## src/rtl/agp_pkg.sv

```systemverilog
package agp_pkg;
  localparam int AGP_AW = 3;

  typedef enum logic [AGP_AW-1:0] {
    RA_PIN   = 3'd0,
    RA_LATCH = 3'd1,
    RA_DIR   = 3'd2,
    RA_INEN  = 3'd3,
    RA_SEL   = 3'd4,
    RA_LANE  = 3'd5
  } reg_addr_e;

  // Which address lane a pin uses; separate mode forces the high lane.
  function automatic logic lane_is_high(input logic mux_mode, input logic lane_bit);
    return !mux_mode || lane_bit;
  endfunction

  // Value a pin presents when it is driven.
  function automatic logic pick_bit(input logic sel, input logic hi_lane,
                                    input logic lo_v, input logic hi_v,
                                    input logic latch_v);
    if (!sel) return latch_v;
    return hi_lane ? hi_v : lo_v;
  endfunction

  // Output enable of one pin.
  function automatic logic pin_drive(input logic kill, input logic sel,
                                     input logic released, input logic dir);
    if (kill) return 1'b0;
    return sel ? !released : dir;
  endfunction
endpackage

```

## src/rtl/agp_regs.sv

```systemverilog
module agp_regs
  import agp_pkg::*;
#(
  parameter int W = 8
) (
  input  logic              clk,
  input  logic              rst_n,
  input  logic              wr_en,
  input  logic [AGP_AW-1:0] addr,
  input  logic [W-1:0]      wdata,
  input  logic [W-1:0]      pin_in,
  output logic [W-1:0]      rdata,
  output logic [W-1:0]      latch_q,
  output logic [W-1:0]      dir_q,
  output logic [W-1:0]      inen_q,
  output logic [W-1:0]      sel_q,
  output logic [W-1:0]      lane_q
);
  logic wr_latch, wr_dir, wr_inen, wr_sel, wr_lane;

  assign wr_latch = wr_en && (addr == RA_LATCH);
  assign wr_dir   = wr_en && (addr == RA_DIR);
  assign wr_inen  = wr_en && (addr == RA_INEN);
  assign wr_sel   = wr_en && (addr == RA_SEL);
  assign wr_lane  = wr_en && (addr == RA_LANE);

  always_ff @(posedge clk or negedge rst_n) begin
    if (!rst_n) latch_q <= '1;
    else if (wr_latch) latch_q <= wdata;
  end

  always_ff @(posedge clk or negedge rst_n) begin
    if (!rst_n) dir_q <= '0;
    else if (wr_dir) dir_q <= wdata;
  end

  always_ff @(posedge clk or negedge rst_n) begin
    if (!rst_n) inen_q <= '0;
    else if (wr_inen) inen_q <= wdata;
  end

  always_ff @(posedge clk or negedge rst_n) begin
    if (!rst_n) sel_q <= '0;
    else if (wr_sel) sel_q <= wdata;
  end

  always_ff @(posedge clk or negedge rst_n) begin
    if (!rst_n) lane_q <= '0;
    else if (wr_lane) lane_q <= wdata;
  end

  always_comb begin
    case (addr)
      RA_PIN:   rdata = pin_in & inen_q;
      RA_LATCH: rdata = latch_q;
      RA_DIR:   rdata = dir_q;
      RA_INEN:  rdata = inen_q;
      RA_SEL:   rdata = sel_q;
      RA_LANE:  rdata = lane_q;
      default:  rdata = '0;
    endcase
  end
endmodule

```

## src/rtl/agp_strap.sv

```systemverilog
module agp_strap (
  input  logic clk,
  input  logic rst_n,
  input  logic strap_in,
  output logic mode_q
);
  // Sampled on every edge while reset is held; frozen once released.
  always_ff @(posedge clk) begin
    if (!rst_n) mode_q <= strap_in;
  end
endmodule

```

## src/rtl/agp_pin_mux.sv

```systemverilog
module agp_pin_mux
  import agp_pkg::*;
#(
  parameter int W = 8
) (
  input  logic         kill,
  input  logic         released,
  input  logic         mux_mode,
  input  logic [W-1:0] sel,
  input  logic [W-1:0] lane,
  input  logic [W-1:0] dir,
  input  logic [W-1:0] latch,
  input  logic [W-1:0] lo,
  input  logic [W-1:0] hi,
  output logic [W-1:0] out,
  output logic [W-1:0] oe
);
  for (genvar b = 0; b < W; b++) begin : g_bit
    logic hi_lane, val;
    assign hi_lane = lane_is_high(mux_mode, lane[b]);
    assign val     = pick_bit(sel[b], hi_lane, lo[b], hi[b], latch[b]);
    assign oe[b]   = pin_drive(kill, sel[b], released, dir[b]);
    assign out[b]  = oe[b] & val;
  end
endmodule

```

## src/rtl/addr_gpio_port.sv

```systemverilog
module addr_gpio_port
  import agp_pkg::*;
#(
  parameter int PORT_W = 8
) (
  input  logic              clk,
  input  logic              rst_n,
  input  logic              bus_mode_strap,
  input  logic              stop_mode,
  input  logic              bus_release,
  input  logic              reg_wr_en,
  input  logic [AGP_AW-1:0] reg_addr,
  input  logic [PORT_W-1:0] reg_wdata,
  output logic [PORT_W-1:0] reg_rdata,
  input  logic [PORT_W-1:0] addr_lo,
  input  logic [PORT_W-1:0] addr_hi,
  input  logic [PORT_W-1:0] pin_in,
  output logic [PORT_W-1:0] pin_out,
  output logic [PORT_W-1:0] pin_oe
);
  logic [PORT_W-1:0] latch_q, dir_q, inen_q, sel_q, lane_q;
  logic              mux_mode_q;
  logic              drive_kill;

  assign drive_kill = !rst_n || stop_mode;

  agp_regs #(.W(PORT_W)) u_regs (
    .clk(clk), .rst_n(rst_n), .wr_en(reg_wr_en), .addr(reg_addr),
    .wdata(reg_wdata), .pin_in(pin_in), .rdata(reg_rdata),
    .latch_q(latch_q), .dir_q(dir_q), .inen_q(inen_q),
    .sel_q(sel_q), .lane_q(lane_q)
  );

  agp_strap u_strap (
    .clk(clk), .rst_n(rst_n), .strap_in(bus_mode_strap), .mode_q(mux_mode_q)
  );

  agp_pin_mux #(.W(PORT_W)) u_mux (
    .kill(drive_kill), .released(bus_release), .mux_mode(mux_mode_q),
    .sel(sel_q), .lane(lane_q), .dir(dir_q), .latch(latch_q),
    .lo(addr_lo), .hi(addr_hi), .out(pin_out), .oe(pin_oe)
  );
endmodule

```

## config.mk

```make
export PLATFORM = sky130hd
export DESIGN_NAME = addr_gpio_port
export DESIGN_NICKNAME = d
export VERILOG_FILES = /design/src/rtl/agp_pkg.sv /design/src/rtl/agp_regs.sv /design/src/rtl/agp_strap.sv /design/src/rtl/agp_pin_mux.sv /design/src/rtl/addr_gpio_port.sv
export SDC_FILE = /design/constraint.sdc
export NUM_CORES = 1
export LEC_CHECK = 0
export ABC_AREA = 1
export BUFFER_PORTS_ARGS = -buffer_cell sky130_fd_sc_hd__buf_2
export CAP_MARGIN = 25
export CORE_MARGIN = 2
export CORE_UTILIZATION = 55
export CTS_CLUSTER_DIAMETER = 30
export DETAILED_ROUTE_END_ITERATION = 8
export PLACE_DENSITY_LB_ADDON = 0.1
export SLEW_MARGIN = 30
export SYNTH_ARGS = -nofsm -noshare
export SYNTH_HDL_FRONTEND = slang
export SYNTH_SLANG_ARGS = --single-unit
```

## constraint.sdc

```tcl
create_clock -name clk -period 2.81 [get_ports clk]
set_input_delay 0.562 -clock clk [delete_from_list [all_inputs] [get_ports clk]]
set_output_delay 0.562 -clock clk [all_outputs]
set_load 0.02 [all_outputs]
```

# After elaboration in Yosys (flattened, before gate mapping)
# Cells that the tools add are included.
dict set report totals {
  reg_bits 41
  in_bits 41
}
dict set report op_classes {
  eq_ne 5
  n_mux 35
  bitwise 9
  n_reduce_logical 18
}
# operator count
set op_table {}
lappend op_table {{$pmux 8 s6} 1}
lappend op_table {{$mux 1} 34}
lappend op_table {{$logic_or 1x1->1} 9}
lappend op_table {{$and 1x1->1} 8}
lappend op_table {{$and 8x8->8} 1}
lappend op_table {{$eq 3x2->1 const B} 2}
lappend op_table {{$eq 3x3->1 const B} 2}
lappend op_table {{$logic_and 1x1->1} 5}
lappend op_table {{$eq 3x1->1 const B} 1}
lappend op_table {{$logic_not 1->1} 3}
lappend op_table {{$logic_not 3->1} 1}

# Longest topological paths before layout
dict set report depth {
  ltp_word 5
  ltp_mapped 7
}

# By module
# Synthesis repeated with hierarchy kept, for this count alone.
dict set report hier_totals {
  cells_unflattened 403
  area_unflattened_um2 2718.9
}
# mod instances cells_each area_each_um2 seq_area_each_um2
set modules_own_cells {}
lappend modules_own_cells {agp_regs 1 283 2159.6 1011.0}
lappend modules_own_cells {agp_pin_mux 1 116 518.0 0.0}
lappend modules_own_cells {agp_strap 1 2 33.8 30.0}
lappend modules_own_cells {addr_gpio_port 1 2 7.5 0.0}

# Worst setup path after synthesis
# No wires, ideal clock.
dict set report synth_path {
  path_kind {input port to output port}
  start {input port reg_addr[0]}
  end {output port reg_rdata[0]}
  arrival_time_ns 1.413
  required_time_ns 2.248
  slack_ns 0.835
  path_stages 7
  path_buffers 2
  cell_sequence {buf_2 -> nor2_4 -> buf_2 -> nand4_1 -> nand2_1 -> inv_1 -> nand2_1}
}
dict set report synth_between {
  elab_chain_len 2
}
# item line_no
set synth_rtl {}
lappend synth_rtl {{start: declaration} addr_gpio_port.sv:12} ;# input logic [AGP_AW-1:0] reg_addr,
lappend synth_rtl {{$eq 3x3->1, or another cell as far along} agp_regs.sv:53} ;# case (addr)
lappend synth_rtl {{$pmux 8 s6 (*)} agp_regs.sv:53}
lappend synth_rtl {{end: declaration} addr_gpio_port.sv:14} ;# output logic [PORT_W-1:0] reg_rdata,
# Every way passes the cells marked *; elsewhere a longest branch is shown, timed or not.

# Final worst setup path
dict set report layout_path {
  start {input port reg_addr[0]}
  end {output port reg_rdata[7]}
}
# Same word-level chain as after synthesis.

==> results.py <==
metrics = {
    "power_and_ir_drop": {
        "p_leak_nw": 1.70,
        "combPwrFrac_pct": 26.5,
        "vdd_ir_drop_max_mv": 0.363,
        "swShare_pct": 36.7,
        "pwr-share-clk_pct": 22.9,
        "power.switching_mw": 0.617,
        "seqPwrFrac_pct": 50.6,
        "internal_power_mw": 1.06,
        "pwr_density_cell_nw_per_um2": 558,
    },
    "setup_path": {
        "ff2ff_setup_slack_ns": 2.03,
        "critPathArrivalTime_ns": 1.79,
        "required_ns": 2.25,
        "worstPathMaxFanout": 17,
        "slowest_delay_ns": 0.33,
        "worstSetupPathType": "in2out",
        "worstSetupStartpointType": "input pin",
        "crit_chain": "buf_2, buf_4, nor2_4, nand4_1, nand2_1, inv_1, nand2_1, buf_2",
        "r2r-start": "u_regs.latch_q[1]$_DFFE_PN1P_",
        "crit_start": "reg_addr[0]",
        "rr_worst_depth": 2,
        "endpoint": "reg_rdata[7]",
        "cp-end-kind": "output pin",
        "r2r-end": "u_regs.latch_q[1]$_DFFE_PN1P_",
        "slowest_stage": "nor2_4",
    },
    "timing": {
        "hold_violations": 0,
        "fin_skew_ns": 0,
        "fmax_ghz": 0.425,
        "setup_viol": 0,
        "tns_ns": 0,
        "slew_violations": 0,
        "finalCriticalPeriod_ns": 2.35,
        "finalCritPeriodShare_pct": 83.8,
        "worstMarginPinSlew_ns": 0.566,
        "grt_setup_unrepaired": "no",
        "setup_slack_ns": 0.457,
        "maxSlewHeadroom_pct": 62.2,
    },
    "floorplan": {
        "design.core.area_um2": 4660,
        "io-pin-count": 65,
        "rows": 25,
        "chipHeight_um": 72.9,
        "start_util_pct": 56.0,
        "die_area_um2": 5320,
        "die_x_um": 72.9,
    },
    "outcome": {
        "status": "finished clean",
    },
    "clock_network": {
        "clockBufferDepth": 2,
        "root_buffer": "clkbuf_8",
        "tritoncts": "done",
        "post_cts_buffers": 0,
        "hold_buffers": 0,
        "clock_latency_ns": 0.29,
        "clk_pin_slew_ns": 0.08,
        "clock_sinks": 41,
        "cts_max_level": 2,
        "cts_resized": 0,
        "cts_made_buffers": 5,
    },
    "placed_design": {
        "port_buffers": 64,
        "dp_hpwl_um": 5260,
        "placed_cells": 482,
        "gp_congestion": 0.885,
        "dp_slack_ns": 0.480,
    },
    "yosys": {
        "syn-num-nets": 416,
        "ys_ff_latch": 41,
        "syn_inst": 375,
        "avgSynthCellArea_um2": 6.96,
        "synth_seq_area_share_pct": 39.9,
        "synth_area_um2": 2610,
        "ys_warn_count": 0,
        "yosysUniqueCellTypes": 20,
    },
    "global_routing": {
        "grt_pass1_vias": 2341,
        "grt_pass1_wl_um": 11800,
        "antenna_found_initial": 0,
        "grt_start_max_net_pins": 41,
        "grt.overflow.total": 0,
        "gr-usage-all-layers_pct": 29.0,
    },
    "drt": {
        "firstDrtPassIters": 5,
        "vias": 2612,
        "wl_per_cell_um": 14.6,
        "avgViaCountPerCell": 5.33,
        "drc": 0,
        "drt.antenna.violating_nets": 0,
        "drt_wl_total_um": 7140,
        "drtIter0Drc": 250,
    },
    "layout": {
        "fin_util_pct": 64.6,
        "instances_no_fill": 490,
        "multi_input_area_um2": 1250,
        "antenna_cells": 0,
        "nFillCells": 443,
        "seq_area_um2": 1040,
        "nets": 476,
        "drive_gt1_share_pct": 24.1,
        "syn_to_final_growth_pct": 15.4,
    },
    "run": {
        "max_cap_violations": 0,
    },
    "min_path": {
        "hold_path_class": "in2async",
    },
}
==> cell families after synthesis <==
family / synth area share (%)
DFF: 39.9
and+or+nand+nor: 35.9
buffers and inverters: 12.3
AOI/OAI and AO/OA: 11.9
==> layer usage <==
metal  part of all wire [%]  global-route usage, %
met1                     47                   43.4
met3                    6.4                   4.97
met4                    1.2                   7.41
met5                      0                      0
met2                     45                   43.8
==> worst min path at each step <==
stage	to	slack (ns)	cells past startpoint	startpoint
after floorplan	u_regs.dir_q[0]$_DFFE_PN0P_	0.27	0	rst_n
after global placement	u_regs.latch_q[6]$_DFFE_PN1P_	0.48	2	u_regs.latch_q[6]$_DFFE_PN1P_
after detailed placement	u_regs.latch_q[6]$_DFFE_PN1P_	0.48	2	u_regs.latch_q[6]$_DFFE_PN1P_
after CTS	u_regs.inen_q[1]$_DFFE_PN0P_	0.37	2	rst_n
after global routing	u_regs.inen_q[2]$_DFFE_PN0P_	0.39	2	rst_n
final	u_regs.inen_q[2]$_DFFE_PN0P_	0.34	2	rst_n
==> sequential cells by signal, indices dropped and copies added (netlist names) <==
name,flops
u_strap.mode_q,1
u_regs.dir_q,8
u_regs.sel_q,8
u_regs.lane_q,8
u_regs.latch_q,8
u_regs.inen_q,8
==> critical path: cells and delay by family <==
family                 cells  cell delay [ns]
buffers and inverters      4             0.57
and+or+nand+nor            4             0.66
==> Yosys cell counts (all sizes together) <==
library cell  count  area [µm²]
nand2           122         473
inv              61         229
o21ai            40         230
nand3            35         190
dfrtp            32         801
nand4            24         150
nor2             21         109
a21oi            16        80.1
buf              12        85.1
dfstp             8         210
clkbuf            2        7.51
edfxtp            1        30.0
nor3              1        16.3
==> power by group through the flow <==
stage	clock network [mW]	logic [mW]	registers, mW
global placement	0	0.432	0.853
floorplan	0	0.328	0.802
finish	0.386	0.445	0.850
detailed placement	0	0.444	0.856
global route	0.419	0.512	0.863
CTS	0.389	0.448	0.845
==> cell type report <==
| type | instances | area share, % |
|---|---|---|
| Multi-Input combinational cell | 259 | 41.4 |
| Sequential cell | 41 | 34.6 |
| Timing Repair Buffer | 67 | 11.4 |
| Inverter | 61 | 7.60 |
| Clock buffer | 7 | 2.53 |
| Tap cell | 54 | 2.24 |
| Clock inverter | 1 | 0.249 |
==> cells in the final DEF, fill, tap and decap left out, drive strengths merged <==
master    netlist  routed
dfrtp          32      32
edfxtp          1       1
dfstp           8       8
inv            61      61
nand4          24      24
a21oi          16      16
nor3            1       1
clkbuf          2       7
nand2         122     122
nand3          35      35
buf            12      67
nor2           21      21
clkinvlp        0       1
o21ai          40      40
==> metrics by stage <==
stage	total power [mW]	hold slack (ns)	instance area, µm²
after global placement	1.29	0.479	2930
after floorplan	1.13	0.266	2610
final	1.68	0.335	3010
after global routing	1.79	0.388	3010
after detailed placement	1.30	0.485	2930
after CTS	1.68	0.365	3010
(Power assumes the default switching activity.)
